--- src/rtl/mfe_pkg.sv ---
package mfe_pkg;

  localparam int FRAME_BITS = 64;
  localparam int TA_FIRST   = 46;
  localparam int TA_LAST    = 47;
  localparam int DATA_FIRST = 48;
  localparam int IDX_W      = $clog2(FRAME_BITS);

  typedef enum logic [1:0] {
    PH_IDLE  = 2'd0,
    PH_FRAME = 2'd1,
    PH_REST  = 2'd2
  } phase_t;

  // Value placed on the line for frame bit position idx.
  function automatic logic frame_bit(input logic [IDX_W-1:0] idx,
                                     input logic             rd,
                                     input logic [4:0]       pa,
                                     input logic [4:0]       ra,
                                     input logic [15:0]      wd);
    int unsigned i;
    logic [2:0]  k;
    logic [3:0]  d;
    i = int'(idx);
    k = 3'd0;
    d = 4'd0;
    if (i < 32)        return 1'b1;
    else if (i == 32)  return 1'b0;
    else if (i == 33)  return 1'b1;
    else if (i == 34)  return rd;
    else if (i == 35)  return ~rd;
    else if (i <= 40) begin
      k = 3'(40 - i);
      return pa[k];
    end else if (i <= 45) begin
      k = 3'(45 - i);
      return ra[k];
    end else if (i == TA_FIRST) return 1'b1;
    else if (i == TA_LAST)      return 1'b0;
    else begin
      d = 4'(63 - i);
      return wd[d];
    end
  endfunction

  // Whether the master owns the line at bit position idx.
  function automatic logic drive_en(input logic [IDX_W-1:0] idx,
                                    input logic             rd);
    return !(rd && (int'(idx) >= TA_FIRST));
  endfunction

endpackage

--- src/rtl/mfe_clkdiv.sv ---
module mfe_clkdiv #(
  parameter int HALF_DIV = 8
) (
  input  logic clk,
  input  logic rst_n,
  input  logic run_i,
  output logic mdc_o,
  output logic rise_o,
  output logic fall_o
);
  localparam int CW = (HALF_DIV > 1) ? $clog2(HALF_DIV) : 1;

  logic [CW-1:0] cnt;
  logic          tick;

  assign tick   = run_i && (cnt == CW'(HALF_DIV - 1));
  assign rise_o = tick && !mdc_o;
  assign fall_o = tick &&  mdc_o;

  always_ff @(posedge clk or negedge rst_n) begin
    if (!rst_n) begin
      cnt   <= '0;
      mdc_o <= 1'b0;
    end else if (!run_i) begin
      cnt   <= '0;
      mdc_o <= 1'b0;
    end else if (tick) begin
      cnt   <= '0;
      mdc_o <= ~mdc_o;
    end else begin
      cnt   <= cnt + 1'b1;
    end
  end

  // a rise strobe makes the clock high on the next cycle
  p_rise_sets_mdc_r6: assert property (@(posedge clk) disable iff (!rst_n)
    rise_o |=> mdc_o);

endmodule

--- src/rtl/mfe_seq.sv ---
module mfe_seq
  import mfe_pkg::*;
(
  input  logic             clk,
  input  logic             rst_n,
  input  logic             start_i,
  input  logic             rd_i,
  input  logic [4:0]       phy_addr_i,
  input  logic [4:0]       reg_addr_i,
  input  logic [15:0]      wdata_i,
  input  logic             rise_i,
  input  logic             fall_i,
  output logic             busy_o,
  output logic             done_o,
  output logic             md_o,
  output logic             md_oe_o,
  output logic [IDX_W-1:0] idx_o,
  output logic             rd_q_o,
  output logic             in_frame_o,
  output logic             start_acc_o
);
  phase_t      phase;
  logic [4:0]  pa_q, ra_q;
  logic [15:0] wd_q;
  logic        rest_rise;
  logic        last_bit;

  assign busy_o      = (phase != PH_IDLE);
  assign in_frame_o  = (phase == PH_FRAME);
  assign start_acc_o = start_i && (phase == PH_IDLE);
  assign last_bit    = (idx_o == IDX_W'(FRAME_BITS - 1));

  always_ff @(posedge clk or negedge rst_n) begin
    if (!rst_n) begin
      phase     <= PH_IDLE;
      idx_o     <= '0;
      rd_q_o    <= 1'b0;
      pa_q      <= '0;
      ra_q      <= '0;
      wd_q      <= '0;
      md_o      <= 1'b1;
      md_oe_o   <= 1'b0;
      rest_rise <= 1'b0;
      done_o    <= 1'b0;
    end else begin
      done_o <= 1'b0;
      unique case (phase)
        PH_IDLE: if (start_acc_o) begin
          phase   <= PH_FRAME;
          idx_o   <= '0;
          rd_q_o  <= rd_i;
          pa_q    <= phy_addr_i;
          ra_q    <= reg_addr_i;
          wd_q    <= wdata_i;
          md_o    <= frame_bit('0, rd_i, phy_addr_i, reg_addr_i, wdata_i);
          md_oe_o <= 1'b1;
        end
        PH_FRAME: if (fall_i) begin
          if (last_bit) begin
            phase     <= PH_REST;
            md_oe_o   <= 1'b0;
            md_o      <= 1'b1;
            rest_rise <= 1'b0;
          end else begin
            idx_o   <= idx_o + 1'b1;
            md_o    <= frame_bit(idx_o + 1'b1, rd_q_o, pa_q, ra_q, wd_q);
            md_oe_o <= drive_en(idx_o + 1'b1, rd_q_o);
          end
        end
        PH_REST: begin
          if (rise_i) rest_rise <= 1'b1;
          if (fall_i && rest_rise) begin
            phase  <= PH_IDLE;
            done_o <= 1'b1;
          end
        end
        default: phase <= PH_IDLE;
      endcase
    end
  end

  // line value and enable move only on a falling clock or a new access
  p_md_hold_r6: assert property (@(posedge clk) disable iff (!rst_n)
    (!fall_i && !start_acc_o) |=> ($stable(md_o) && $stable(md_oe_o)));

  // the idle phase never drives the line
  p_rest_released_r9: assert property (@(posedge clk) disable iff (!rst_n)
    (phase == PH_REST) |-> !md_oe_o);

endmodule

--- src/rtl/mfe_rdcap.sv ---
module mfe_rdcap
  import mfe_pkg::*;
(
  input  logic             clk,
  input  logic             rst_n,
  input  logic             clr_i,
  input  logic             rise_i,
  input  logic             in_frame_i,
  input  logic             rd_i,
  input  logic [IDX_W-1:0] idx_i,
  input  logic             md_i,
  input  logic             md_oe_i,
  output logic [15:0]      rdata_o,
  output logic             ta_err_o
);
  logic sample_ta, sample_data;

  assign sample_ta   = rise_i && in_frame_i && rd_i && (idx_i == IDX_W'(TA_LAST));
  assign sample_data = rise_i && in_frame_i && rd_i && (int'(idx_i) >= DATA_FIRST);

  always_ff @(posedge clk or negedge rst_n) begin
    if (!rst_n) begin
      rdata_o  <= '0;
      ta_err_o <= 1'b0;
    end else if (clr_i) begin
      rdata_o  <= '0;
      ta_err_o <= 1'b0;
    end else begin
      if (sample_ta)   ta_err_o <= md_i;
      if (sample_data) rdata_o  <= {rdata_o[14:0], md_i};
    end
  end

  // the PHY's bits are only sampled while the master has let go
  p_sample_released_r5: assert property (@(posedge clk) disable iff (!rst_n)
    (sample_ta || sample_data) |-> !md_oe_i);

endmodule

--- src/rtl/mgmt_frame_engine.sv ---
module mgmt_frame_engine
  import mfe_pkg::*;
#(
  parameter int HALF_DIV = 8
) (
  input  logic        clk,
  input  logic        rst_n,
  input  logic        start_i,
  input  logic        rd_i,
  input  logic [4:0]  phy_addr_i,
  input  logic [4:0]  reg_addr_i,
  input  logic [15:0] wdata_i,
  output logic        mdc_o,
  output logic        md_o,
  output logic        md_oe_o,
  input  logic        md_i,
  output logic        busy_o,
  output logic        done_o,
  output logic [15:0] rdata_o,
  output logic        ta_err_o
);
  logic             ev_rise, ev_fall;
  logic [IDX_W-1:0] bit_idx;
  logic             rd_q, in_frame, start_acc;

  mfe_clkdiv #(.HALF_DIV(HALF_DIV)) u_div (
    .clk    (clk),
    .rst_n  (rst_n),
    .run_i  (busy_o),
    .mdc_o  (mdc_o),
    .rise_o (ev_rise),
    .fall_o (ev_fall)
  );

  mfe_seq u_seq (
    .clk         (clk),
    .rst_n       (rst_n),
    .start_i     (start_i),
    .rd_i        (rd_i),
    .phy_addr_i  (phy_addr_i),
    .reg_addr_i  (reg_addr_i),
    .wdata_i     (wdata_i),
    .rise_i      (ev_rise),
    .fall_i      (ev_fall),
    .busy_o      (busy_o),
    .done_o      (done_o),
    .md_o        (md_o),
    .md_oe_o     (md_oe_o),
    .idx_o       (bit_idx),
    .rd_q_o      (rd_q),
    .in_frame_o  (in_frame),
    .start_acc_o (start_acc)
  );

  mfe_rdcap u_cap (
    .clk        (clk),
    .rst_n      (rst_n),
    .clr_i      (start_acc),
    .rise_i     (ev_rise),
    .in_frame_i (in_frame),
    .rd_i       (rd_q),
    .idx_i      (bit_idx),
    .md_i       (md_i),
    .md_oe_i    (md_oe_o),
    .rdata_o    (rdata_o),
    .ta_err_o   (ta_err_o)
  );

  // clock parked low outside an access
  p_mdc_parked_r6: assert property (@(posedge clk) disable iff (!rst_n)
    !busy_o |-> !mdc_o);

  // done lasts one cycle and is not overlapped by busy
  p_done_pulse_r7: assert property (@(posedge clk) disable iff (!rst_n)
    done_o |=> !done_o);
  p_done_not_busy_r7: assert property (@(posedge clk) disable iff (!rst_n)
    done_o |-> !busy_o);
  p_start_taken_r7: assert property (@(posedge clk) disable iff (!rst_n)
    (start_i && !busy_o) |=> busy_o);

  // writes never report a turnaround error
  p_err_write_r8: assert property (@(posedge clk) disable iff (!rst_n)
    (done_o && !rd_q) |-> !ta_err_o);

endmodule

--- config.mk ---
export PLATFORM = sky130hd
export DESIGN_NAME = mgmt_frame_engine
export DESIGN_NICKNAME = d
export VERILOG_FILES = /design/src/rtl/mfe_pkg.sv /design/src/rtl/mfe_clkdiv.sv /design/src/rtl/mfe_seq.sv /design/src/rtl/mfe_rdcap.sv /design/src/rtl/mgmt_frame_engine.sv
export SDC_FILE = /design/constraint.sdc
export NUM_CORES = 1
export LEC_CHECK = 0
export BUFFER_PORTS_ARGS = -buffer_cell sky130_fd_sc_hd__buf_2
export CORE_MARGIN = 2
export CORE_UTILIZATION = 30
export CTS_BUF_LIST = sky130_fd_sc_hd__clkbuf_2 sky130_fd_sc_hd__clkbuf_4 sky130_fd_sc_hd__clkbuf_8
export DETAILED_ROUTE_END_ITERATION = 10
export HOLD_SLACK_MARGIN = 0.15
export SYNTH_ARGS = -nofsm -noshare
export SYNTH_HDL_FRONTEND = slang
export SYNTH_HIERARCHICAL = 1
export SYNTH_SLANG_ARGS = --single-unit
--- constraint.sdc ---
create_clock -name clk -period 6.3 [get_ports clk]
set_input_delay 0.315 -clock clk [delete_from_list [all_inputs] [get_ports clk]]
set_output_delay 0.315 -clock clk [all_outputs]
set_load 0.02 [all_outputs]
==> results of run 1 <==
## cells in the final DEF, fill, tap and decap left out, drive strengths merged, types with 3 or more instances in the layout
cell     n
a21oi   22
a311oi   3
and2     3
and3     4
buf     53
clkbuf  11
dfrtp   59
ha       8
inv      8
mux2    28
mux2i    7
mux4     5
nand2   17
nand2b   5
nand3   23
nand3b   3
nor2    11
o21ai   30
o22ai    3
o31ai    3
xor2     4
## per-stage QoR
stage,setup WS (ns),utilization [%],hold slack (ns),area (µm²),instances
floorplan,3.859,-,0.01941,3156,296
global placement,3.261,34.03,0.4276,3497,466
detailed placement,3.147,34.03,0.4505,3497,466
CTS,3.149,35.93,0.1542,3692,481
global route,2.840,35.93,0.1935,3692,481
finish,3.138,35.93,0.1372,3692,481
## synthesized netlist by cell type, types with 5 or more instances
cell type	instances	area (µm²)
sky130_fd_sc_hd__a21oi_1	22	110.1
sky130_fd_sc_hd__nand2_1	17	63.81
sky130_fd_sc_hd__nand2b_1	5	31.28
sky130_fd_sc_hd__o21ai_1	11	55.05
sky130_fd_sc_hd__ha_1	8	100.1
sky130_fd_sc_hd__inv_1	7	26.28
sky130_fd_sc_hd__o21ai_0	19	95.09
sky130_fd_sc_hd__nand3_1	23	115.1
sky130_fd_sc_hd__clkbuf_1	7	26.28
sky130_fd_sc_hd__nor2_1	10	37.54
sky130_fd_sc_hd__buf_2	6	30.03
sky130_fd_sc_hd__mux2i_1	7	70.07
sky130_fd_sc_hd__mux2_2	28	315.3
sky130_fd_sc_hd__dfrtp_1	59	1476
## cell type report
class / count / area, µm²
repair buffers: 53 / 267.8
multi-input cells: 209 / 1526
fillers: 1051 / 6585
clock inverters: 4 / 50.05
inverters: 8 / 30.03
well taps: 136 / 170.2
flip-flops and latches: 60 / 1503
clock buffers: 11 / 145.1
## logic make-up after synthesis
kind of cell               after synthesis  synth area share, %
and+or+nand+nor                         83                14.04
adders and majority gates                8                3.172
muxes                                   40                16.14
xor gates and xnor gates                 5                1.388
AOI/OAI and AO/OA                       73                13.48
DFF                                     60                47.62
buffers and inverters                   27                4.163
## critical path: stages (launching register included)
cell	delay, ns
sky130_fd_sc_hd__dfrtp_1	0.84
sky130_fd_sc_hd__ha_1	0.52
sky130_fd_sc_hd__xor2_1	0.34
sky130_fd_sc_hd__inv_1	0.15
sky130_fd_sc_hd__ha_1	0.24
sky130_fd_sc_hd__or3_1	0.36
sky130_fd_sc_hd__a32oi_1	0.19
sky130_fd_sc_hd__o22ai_1	0.09
sky130_fd_sc_hd__a311oi_1	0.26
sky130_fd_sc_hd__o21ai_1	0.09
## per-layer routing
metal	GRT usage [%]	vias up	routed length (µm)	share of wire (%)
li1	-	1172	-	-
met1	17.13	1170	3287	48
met2	19.34	65	3068	45
met3	3.679	20	331	4.8
met4	4.731	0	146	2.1
met5	0	-	0	0
## flip-flops by register name (all words and copies together), names as in the netlist, 2 cells and up
register / count
u_cap/rdata_o: 16
u_seq/ra_q: 5
u_seq/wd_q: 16
u_seq/idx_o: 6
u_seq/phase: 2
u_div/cnt: 3
u_seq/pa_q: 5
## final timing paths
kind	from	to	slack, ns
worst max-delay path	u_seq/idx_o[0]	u_seq/md_o	3.14
worst min-delay path	rst_n	u_seq/wd_q[13]	0.14
worst max register to register	u_seq/idx_o[0]	u_seq/md_o	3.14
worst min register to register	u_div/cnt[0]	u_div/cnt[0]	0.46
max in group asynchronous	rst_n	u_cap/rdata_o[12]	5.66
min in group clk	wdata_i[3]	u_seq/wd_q[3]	0.21
## power groups by stage
| stage | clock network (µW) | registers (µW) | logic [µW] |
|---|---|---|---|
| finish | 343 | 520 | 402 |
| global route | 375 | 532 | 453 |
| CTS | 356 | 520 | 407 |
| detailed placement | 0 | 527 | 406 |
| global placement | 0 | 524 | 394 |
| floorplan | 0 | 506 | 327 |
==> insert_results.sql, run 1 <==
INSERT INTO impl_metrics (metric_group, metric, value, unit) VALUES
('status', 'run_status', 'finished, final reports clean', ''),
('floorplan', 'die-area', '11360', 'µm²'),
('timing', 'rsz_0062_raised_after_global_routing', 'false', ''),
('synth', 'yosys_register_bits', '60', ''),
('synth', 'synth_top_flop_cell', 'sky130_fd_sc_hd__dfrtp_1', ''),
('clocking', 'post_cts_resize_count', '0', ''),
('detailed_routing', 'detail_route.drc_violations', '0', ''),
('timing', 'setup_total_negative_slack', '0', 'ns'),
('hold_path', 'hold_path.class', 'input port to async pin', ''),
('clocking', 'clock-sinks', '60', ''),
('pwr', 'irDropWorstVdd', '0.1332', 'mV'),
('floorplan', 'row_count', '37', ''),
('detailed_routing', 'routedWlPerCell', '14.21', 'µm'),
('synth', 'yosys_synthesis_warning_count', '6', ''),
('final_layout', 'num-nets-final', '380', ''),
('floorplan', 'chipWidth', '106.6', 'µm'),
('floorplan', 'die-height', '106.6', 'µm'),
('synth', 'synth.net_count', '335', ''),
('floorplan', 'placeableCoreArea', '10280', 'µm²'),
('timing', 'achievable-frequency', '0.3163', 'GHz'),
('synth', 'synth.distinct_cells', '51', ''),
('pwr', 'p_int', '832.8', 'µW'),
('timing', 'finalSetupViolations', '0', ''),
('global_routing', 'initial_antenna_violation_count', '0', ''),
('timing', 'finalCriticalPeriod', '3.162', 'ns'),
('detailed_routing', 'initialDrtViolationCount', '175', ''),
('final_layout', 'drive_above_1_share', '30.72', '%'),
('critical_path', 'worst_ep_required_time', '6.56', 'ns'),
('pwr', 'power_switching_share', '34.19', '%'),
('placed_design', 'portBuffers', '52', ''),
('detailed_routing', 'detailed_route_via_count', '2427', ''),
('synth', 'netlist_instances', '296', ''),
('critical_path', 'timing.reg2reg.worst_path_depth', '9', ''),
('global_routing', 'grt.overflow.total', '0', ''),
('clocking', 'tritoncts.num_buffers', '9', ''),
('global_routing', 'grt_pass1_vias', '2384', ''),
('pwr', 'power_frac_comb', '31.8', '%'),
('critical_path', 'worstPathArrival', '3.42', 'ns'),
('final_layout', 'layout-area-overhead-vs-synth', '17.01', '%'),
('clocking', 'maximum_level_of_the_cts_h_tree', '3', ''),
('critical_path', 'path_class', 'flip-flop to flip-flop', ''),
('placed_design', 'dp_hpwl', '4627', 'µm'),
('flow_run', 'cap_violations', '0', ''),
('synth', 'synth_enable_flop_cells', '0', ''),
('clocking', 'tritoncts_clock_tree', 'built', ''),
('global_routing', 'total_routing_usage_gr', '12.72', '%'),
('detailed_routing', 'drtAntennaViolNets', '0', ''),
('pwr', 'p_seq_share', '41.1', '%'),
('synth', 'ys_async_sr_fraction', '100.0', '%'),
('floorplan', 'start_util', '30.70', '%'),
('placed_design', 'gp_congestion', '0.8773', ''),
('timing', 'finalMaxSlewViolations', '0', ''),
('clocking', 'clk_pin_slew', '0.07', 'ns'),
('pwr', 'power.density_cell_area', '342.7', 'nW/µm²'),
('final_layout', 'antennaDiodeCount', '0', ''),
('pwr', 'p_clk_share', '27.1', '%'),
('clocking', 'post-cts-setup-buffers', '0', ''),
('timing', 'maxSlewHeadroom', '25.08', '%'),
('global_routing', 'grt_first_pass_wirelength', '11570', 'µm'),
('detailed_routing', 'routed_wirelength', '6833', 'µm'),
('timing', 'worst_pin_slew', '1.121', 'ns'),
('critical_path', 'critPathLaunchType', 'flip-flop', ''),
('global_routing', 'grt_start_max_net_pins', '61', ''),
('detailed_routing', 'via_per_inst', '5.046', ''),
('clocking', 'clk_path_buf_depth', '2', ''),
('floorplan', 'num_io_pins', '53', ''),
('pwr', 'post-layout-total-power', '1265', 'µW'),
('critical_path', 'setup.worst_path.end_class', 'flip-flop', ''),
('timing', 'final_hold_viol_count', '0', ''),
('critical_path', 'path_max_fanout', '23', ''),
('clocking', 'clkLatencyLatePin', '0.33', 'ns'),
('pwr', 'switching_power', '432.6', 'µW'),
('timing', 'fin_worst_skew', '0.008401', 'ns'),
('clocking', 'clock-root-buffer', 'sky130_fd_sc_hd__clkbuf_8', ''),
('timing', 'post-route-period-util', '50.19', '%'),
('clocking', 'cts_hold_buf', '0', ''),
('detailed_routing', 'drt-pass1-iter-count', '4', ''),
('synth', 'post_synth_instance_area', '3156', 'µm²'),
('synth', 'synth_seq_area_share', '47.62', '%'),
('pwr', 'total_leakage_power', '0.001607', 'µW'),
('synth', 'syn_area_per_cell', '10.66', 'µm²');
No activity file was read; power rests on OpenSTA's default activity.
==> run 2: changes to the inputs <==
Settings changed: ABC_AREA set to 1.
Clock period 6.3 ns to 2.7 ns, I/O delays scaled along.
==> insert_results.sql, run 2 <==
INSERT INTO impl_metrics (metric_group, metric, value, unit) VALUES
('global_routing', 'total_routing_usage_gr', '13.68', '%'),
('detailed_routing', 'detail_route.drc_violations', '0', ''),
('detailed_routing', 'routedWlPerCell', '11.18', 'µm'),
('clocking', 'tritoncts.num_buffers', '9', ''),
('final_layout', 'largestRegisters', 'u_cap/rdata_o (16), u_seq/wd_q (16), u_seq/idx_o (6)', ''),
('final_layout', 'layout-area-overhead-vs-synth', '28.06', '%'),
('detailed_routing', 'detailed_route_via_count', '2847', ''),
('global_routing', 'grt_start_max_net_pins', '35', ''),
('timing', 'finalSetupViolations', '0', ''),
('clocking', 'clkLatencyLatePin', '0.33', 'ns'),
('global_routing', 'grt_pass1_vias', '2754', ''),
('timing', 'final_hold_viol_count', '0', ''),
('detailed_routing', 'initialDrtViolationCount', '281', ''),
('pwr', 'irDropWorstVdd', '0.3192', 'mV'),
('synth', 'netlist_instances', '408', ''),
('timing', 'worst_pin_slew', '0.5472', 'ns'),
('synth', 'synthDominantAreaCellType', 'sky130_fd_sc_hd__dfrtp_1', ''),
('clocking', 'clock-root-buffer', 'sky130_fd_sc_hd__clkbuf_8', ''),
('pwr', 'total_leakage_power', '0.002126', 'µW'),
('global_routing', 'initial_antenna_violation_count', '0', ''),
('synth', 'yosys_synthesis_warning_count', '6', ''),
('final_layout', 'final_common_cell', 'sky130_fd_sc_hd__nand2_1', ''),
('final_layout', 'layout.filler_cells', '1108', ''),
('clocking', 'clock-sinks', '60', ''),
('timing', 'setup_total_negative_slack', '0', 'ns'),
('timing', 'post-route-period-util', '81.00', '%'),
('floorplan', 'placeableCoreArea', '10280', 'µm²'),
('synth', 'post_synth_instance_area', '3153', 'µm²'),
('global_routing', 'grt.overflow.total', '0', ''),
('timing', 'rsz_0062_raised_after_global_routing', 'false', ''),
('floorplan', 'chipWidth', '106.5', 'µm'),
('critical_path', 'critPathLaunchType', 'flip-flop', ''),
('global_routing', 'grt_peak_use_layer', 'met2', ''),
('synth', 'synth.net_count', '447', ''),
('detailed_routing', 'drt-pass1-iter-count', '4', ''),
('synth', 'synth_top_flop_cell', 'sky130_fd_sc_hd__dfrtp_1', ''),
('synth', 'synth_top_cells_by_count', 'sky130_fd_sc_hd__nand2_1 (145), sky130_fd_sc_hd__dfrtp_1 (59), sky130_fd_sc_hd__inv_1 (45)', ''),
('global_routing', 'global_route.usage.met2', '22.53', '%'),
('synth', 'yosys_register_bits', '60', ''),
('synth', 'netlist.area_leader.share', '46.83', '%'),
('floorplan', 'row_count', '37', ''),
('synth', 'synth.distinct_cells', '34', ''),
('final_layout', 'antennaDiodeCount', '0', ''),
('floorplan', 'die-area', '11350', 'µm²'),
('global_routing', 'grt_util_met3', '3.188', '%'),
('synth', 'ys_async_sr_fraction', '100.0', '%'),
('timing', 'fin_worst_skew', '0.009012', 'ns'),
('placed_design', 'dp_hpwl', '5215', 'µm'),
('critical_path', 'path_class', 'flip-flop to flip-flop', ''),
('timing', 'finalCriticalPeriod', '2.187', 'ns'),
('synth', 'syn_area_per_cell', '7.728', 'µm²'),
('clocking', 'post_cts_resize_count', '0', ''),
('flow_run', 'cap_violations', '0', ''),
('clocking', 'tritoncts_clock_tree', 'built', ''),
('timing', 'achievable-frequency', '0.4572', 'GHz'),
('timing', 'finalMaxSlewViolations', '0', ''),
('critical_path', 'setup.worst_path.end_class', 'flip-flop', ''),
('critical_path', 'worst_ep_required_time', '2.97', 'ns'),
('clocking', 'clk_path_buf_depth', '2', ''),
('placed_design', 'gp_congestion', '0.9313', ''),
('timing', 'final_hold_slack', '0.3215', 'ns'),
('placed_design', 'portBuffers', '52', ''),
('clocking', 'post-cts-setup-buffers', '0', ''),
('timing', 'maxSlewHeadroom', '63.52', '%'),
('detailed_routing', 'drtAntennaViolNets', '0', ''),
('floorplan', 'start_util', '30.68', '%'),
('global_routing', 'grt_util_met1', '17.24', '%'),
('detailed_routing', 'via_per_inst', '4.469', ''),
('final_layout', 'drive_above_1_share', '20.36', '%'),
('global_routing', 'grt_first_pass_wirelength', '12530', 'µm'),
('floorplan', 'die-height', '106.5', 'µm'),
('critical_path', 'worstPathArrival', '2.46', 'ns'),
('detailed_routing', 'routed_wirelength', '7122', 'µm'),
('synth', 'yosys.cell_count.top_type', 'sky130_fd_sc_hd__nand2_1', ''),
('final_layout', 'num-nets-final', '535', ''),
('final_layout', 'most-common-layout-cells', 'sky130_fd_sc_hd__nand2_1 (145), sky130_fd_sc_hd__dfrtp_1 (59), sky130_fd_sc_hd__buf_2 (52)', ''),
('synth', 'synth_seq_area_share', '47.66', '%'),
('floorplan', 'num_io_pins', '53', ''),
('clocking', 'clk_pin_slew', '0.06', 'ns'),
('hold_path', 'hold_path.class', 'input port to async pin', ''),
('critical_path', 'path_max_fanout', '7', ''),
('pwr', 'power.density_cell_area', '887.7', 'nW/µm²'),
('status', 'run_status', 'finished, final reports clean', ''),
('clocking', 'maximum_level_of_the_cts_h_tree', '3', ''),
('synth', 'netlist_top_cells_area', 'sky130_fd_sc_hd__dfrtp_1 (47%), sky130_fd_sc_hd__nand2_1 (17%), sky130_fd_sc_hd__nand3_1 (6.7%), sky130_fd_sc_hd__inv_1 (5.4%), sky130_fd_sc_hd__o21ai_0 (3.8%)', ''),
('synth', 'synth_enable_flop_cells', '0', '');
==> run 2: stage by stage <==
stage	power (µW)	instance area (µm²)	std cells	util (%)	setup WS, ns
2_1_floorplan	2482	3153	408	-	0.6060
3_3_place_gp	2826	3560	591	34.64	0.5875
3_5_place_dp	2860	3560	591	34.64	0.5276
4_1_cts	3645	4038	637	39.29	0.5176
5_1_grt	3954	4038	637	39.29	0.2262
6_report	3584	4038	637	39.29	0.5130
==> run 2: report_power, final <==
part           internal [µW]  switching, µW  total (µW)
Combinational            543            980        1520
Sequential              1180            159        1340
Clock                    397            325         722
==> run 2: cell type report <==
class	instances	area, µm²	area share [%]
Clock inverter	2	10.01	0.2479
Inverter	54	205.2	5.082
Sequential cell	60	1503	37.22
Clock buffer	14	167.7	4.152
Tap cell	136	170.2	4.214
Multi-Input combinational cell	283	1376	34.09
Timing Repair Buffer	88	605.6	15.00
==> run 2: routing by layer <==
layer / wire, µm / vias to the layer above
met4: 102 / 0
met1: 3325 / 1334
li1: - / 1453
met3: 270 / 8
met5: 0 / -
met2: 3423 / 52
==> run 2: critical path: stages (launching register included) <==
cell and delay [ns]:
sky130_fd_sc_hd__dfrtp_1 0.48, sky130_fd_sc_hd__ha_1 0.29, sky130_fd_sc_hd__nand2_2 0.11, sky130_fd_sc_hd__clkinv_1 0.10
sky130_fd_sc_hd__nor2_1 0.25, sky130_fd_sc_hd__ha_1 0.29, sky130_fd_sc_hd__o21ai_0 0.16, sky130_fd_sc_hd__inv_1 0.06
sky130_fd_sc_hd__nand2_1 0.06, sky130_fd_sc_hd__nand3_1 0.08, sky130_fd_sc_hd__nand3_1 0.07, sky130_fd_sc_hd__nand2_1 0.06
sky130_fd_sc_hd__a21oi_2 0.11
==> run 2: final timing paths <==
path | endpoint | slack (ns) | cells after the start | from
min in group clk | u_div/cnt[0] | 0.43 | 1 | u_div/cnt[0]
max reg2reg | u_seq/md_o | 0.51 | 12 | u_seq/idx_o[0]
min | u_cap/rdata_o[13] | 0.32 | 2 | rst_n
min reg2reg | u_div/cnt[0] | 0.43 | 1 | u_div/cnt[0]
max in group asynchronous | u_seq/md_o | 1.67 | 3 | rst_n
max | u_seq/md_o | 0.51 | 12 | u_seq/idx_o[0]
==> run 2: logic make-up after synthesis <==
| logic type | synth area share (%) |
|---|---|
| DFF | 47.66 |
| adders and majority gates | 3.175 |
| and+or+nand+nor | 32.50 |
| buffers and inverters | 8.690 |
| AOI/OAI and AO/OA | 7.977 |
==> run 2: repair_timing <==
action | 4_1_cts | 5_1_grt
hold buffers | 30 | 0
endpoints found under the hold margin | 52 | 0
endpoints found under the setup margin | 0 | 0
==> run 3: changes to the inputs <==
Clock period 2.7 ns to 2.1 ns, I/O delays scaled along.
==> insert_results.sql, run 3 (synthesis gave the netlist of run 2 again) <==
INSERT INTO impl_metrics (metric_group, metric, value, unit) VALUES
('status', 'run_status', 'finished, final reports clean', ''),
('timing', 'finalCriticalPeriod', '1.945', 'ns'),
('timing', 'finalMaxSlewViolations', '0', ''),
('timing', 'maxSlewHeadroom', '77.33', '%'),
('timing', 'final_hold_viol_count', '0', ''),
('final_layout', 'final_common_cell', 'sky130_fd_sc_hd__nand2_1', ''),
('critical_path', 'path_class', 'flip-flop to flip-flop', ''),
('clocking', 'tritoncts.num_buffers', '9', ''),
('final_layout', 'antennaDiodeCount', '0', ''),
('global_routing', 'grt_pass1_vias', '2797', ''),
('detailed_routing', 'routed_wirelength', '7178', 'µm'),
('clocking', 'clk_pin_slew', '0.07', 'ns'),
('pwr', 'p_clk_share', '20.3', '%'),
('critical_path', 'worst_path_bufs_invs', '2', ''),
('placed_design', 'dp.cells', '596', ''),
('critical_path', 'worst_ep_required_time', '2.37', 'ns'),
('timing', 'post-route-period-util', '92.62', '%'),
('placed_design', 'place_area', '3610', 'µm²'),
('placed_design', 'gp_congestion', '0.8803', ''),
('global_routing', 'grt.overflow.total', '0', ''),
('final_layout', 'finalNonFillerCells', '644', ''),
('critical_path', 'worstPathArrival', '2.22', 'ns'),
('final_layout', 'most-common-layout-cells', 'sky130_fd_sc_hd__nand2_1 (145), sky130_fd_sc_hd__dfrtp_1 (57), sky130_fd_sc_hd__buf_2 (52)', ''),
('pwr', 'p_seq_share', '35.5', '%'),
('critical_path', 'worst_path_most_repeated_cell', 'sky130_fd_sc_hd__nand3_1', ''),
('pwr', 'irDropWorstVdd', '0.5224', 'mV'),
('clocking', 'maximum_level_of_the_cts_h_tree', '3', ''),
('floorplan', 'row_count', '37', ''),
('clocking', 'tritoncts_clock_tree', 'built', ''),
('detailed_routing', 'initialDrtViolationCount', '142', ''),
('final_layout', 'layout.filler_cells', '1082', ''),
('pwr', 'power.density_cell_area', '1173', 'nW/µm²'),
('global_routing', 'total_routing_usage_gr', '13.55', '%'),
('detailed_routing', 'detail_route.drc_violations', '0', ''),
('detailed_routing', 'drt-pass1-iter-count', '4', ''),
('floorplan', 'die-height', '106.5', 'µm'),
('final_layout', 'layout-area-overhead-vs-synth', '30.95', '%'),
('placed_design', 'pre_cts_ws', '0.09184', 'ns'),
('critical_path', 'crit_family', 'simple AND/OR/NAND/NOR gates', ''),
('critical_path', 'critical_path.cell_chain', 'inv_1 -> ha_2 -> clkinvlp_4 -> nand3_1 -> nand3_1 -> nand3_1 -> nand2_1 -> a21oi_1 -> nand2_1 -> nand3_1 -> nand3_1 -> nand2_1 -> a21oi_2', ''),
('floorplan', 'chipWidth', '106.5', 'µm'),
('final_layout', 'post-route-cell-area', '4129', 'µm²'),
('global_routing', 'grt_start_max_net_pins', '61', ''),
('hold_path', 'hold_path.class', 'input port to async pin', ''),
('critical_path', 'worst_path_largest_cell_delay', '0.41', 'ns'),
('global_routing', 'initial_antenna_violation_count', '0', ''),
('floorplan', 'die-area', '11350', 'µm²'),
('floorplan', 'start_util', '30.68', '%'),
('detailed_routing', 'drtAntennaViolNets', '0', ''),
('timing', 'fin_worst_skew', '0.009497', 'ns'),
('final_layout', 'drive_above_1_share', '22.64', '%'),
('timing', 'finalSetupViolations', '0', ''),
('detailed_routing', 'routedWlPerCell', '11.15', 'µm'),
('final_layout', 'num-nets-final', '542', ''),
('clocking', 'clock-root-buffer', 'sky130_fd_sc_hd__clkbuf_8', ''),
('critical_path', 'path_max_fanout', '8', ''),
('placed_design', 'dp_hpwl', '5112', 'µm'),
('pwr', 'p_int', '2888', 'µW'),
('clocking', 'clk_path_buf_depth', '2', ''),
('timing', 'final_hold_slack', '0.2978', 'ns'),
('clocking', 'clkLatencyLatePin', '0.34', 'ns'),
('final_layout', 'fin_util', '40.18', '%'),
('detailed_routing', 'detailed_route_via_count', '2818', ''),
('timing', 'worst_pin_slew', '0.3400', 'ns'),
('pwr', 'power_switching_share', '40.39', '%'),
('pwr', 'switching_power', '1957', 'µW'),
('clocking', 'clock-sinks', '60', ''),
('detailed_routing', 'via_per_inst', '4.376', ''),
('critical_path', 'setup.worst_path.end_class', 'flip-flop', ''),
('placed_design', 'portBuffers', '52', ''),
('final_layout', 'largestRegisters', 'u_cap/rdata_o (16), u_seq/wd_q (16), u_seq/idx_o (6)', ''),
('timing', 'minimum_setup_slack_in_the_final_design', '0.1550', 'ns'),
('timing', 'achievable-frequency', '0.5141', 'GHz'),
('pwr', 'total_leakage_power', '0.002162', 'µW'),
('floorplan', 'num_io_pins', '53', ''),
('global_routing', 'grt_first_pass_wirelength', '12390', 'µm'),
('critical_path', 'critPathSlowestCell', 'sky130_fd_sc_hd__dfrtp_2', ''),
('critical_path', 'critPathLaunchType', 'flip-flop', ''),
('flow_run', 'cap_violations', '0', ''),
('pwr', 'power_frac_comb', '44.2', '%'),
('floorplan', 'placeableCoreArea', '10280', 'µm²');
[run 3: power groups by stage]
stage                     sequential (µW)  clock [µW]  combinational [µW]
after global placement               1730           0                2000
after floorplan                      1720           0                1470
after global routing                 1770        1070                2490
after detailed placement             1740           0                2020
final                                1720         982                2140
after CTS                            1730        1030                2080
[run 3: path summary, 6_finish.rpt]
path	from	endpoint	slack (ns)	cells past startpoint
max	u_seq/idx_o[1]	u_seq/md_o	0.16	13
min reg2reg	u_div/cnt[0]	u_div/cnt[0]	0.43	1
min in group clk	u_div/cnt[0]	u_div/cnt[0]	0.43	1
max reg2reg	u_seq/idx_o[1]	u_seq/md_o	0.16	13
min	rst_n	u_cap/rdata_o[13]	0.30	3
max in group asynchronous	rst_n	u_seq/md_o	1.49	3
[run 3: repair_timing]
item | CTS | global route
hold buffers | 30 | 0
setup endpoints to repair | 0 | 2
buffers inserted | 0 | 2
endpoints found under the hold margin | 90 | 0
resized for setup | 0 | 7
[run 3: final cells by class]
cell class                 instances  area, µm²  share of cell area, %
clock buffer                      14      180.2                  4.364
clock inverter                     2      10.01                 0.2424
multi-input combinational        283       1384                  33.52
inverter                          54      209.0                  5.061
sequential                        60       1505                  36.45
tap                              136      170.2                  4.121
timing repair buffer              95      670.6                  16.24
[run 3: metrics by stage]
step	total power, µW	TNS, ns
5_1_grt	5332	-0.03270
3_5_place_dp	3766	0
2_1_floorplan	3191	0
4_1_cts	4829	0
3_3_place_gp	3735	0
6_report	4845	0
[run 3: worst register-to-register path, delay by kind of cell, from the launching register on]
kind / cells / cell delay, ns
simple gates: 8 / 0.65
flops: 1 / 0.41
compound gates: 2 / 0.17
fa+ha+maj: 1 / 0.39
buf+inv: 2 / 0.28
[run 3: layer usage]
| metal | wire length [µm] | track usage [%] | part of all wire (%) |
|---|---|---|---|
| met1 | 3357 | 16.61 | 47 |
| met2 | 3430 | 22.57 | 48 |
| met3 | 227 | 3.188 | 3.2 |
| met4 | 162 | 6.215 | 2.3 |
| met5 | 0 | 0 | 0 |
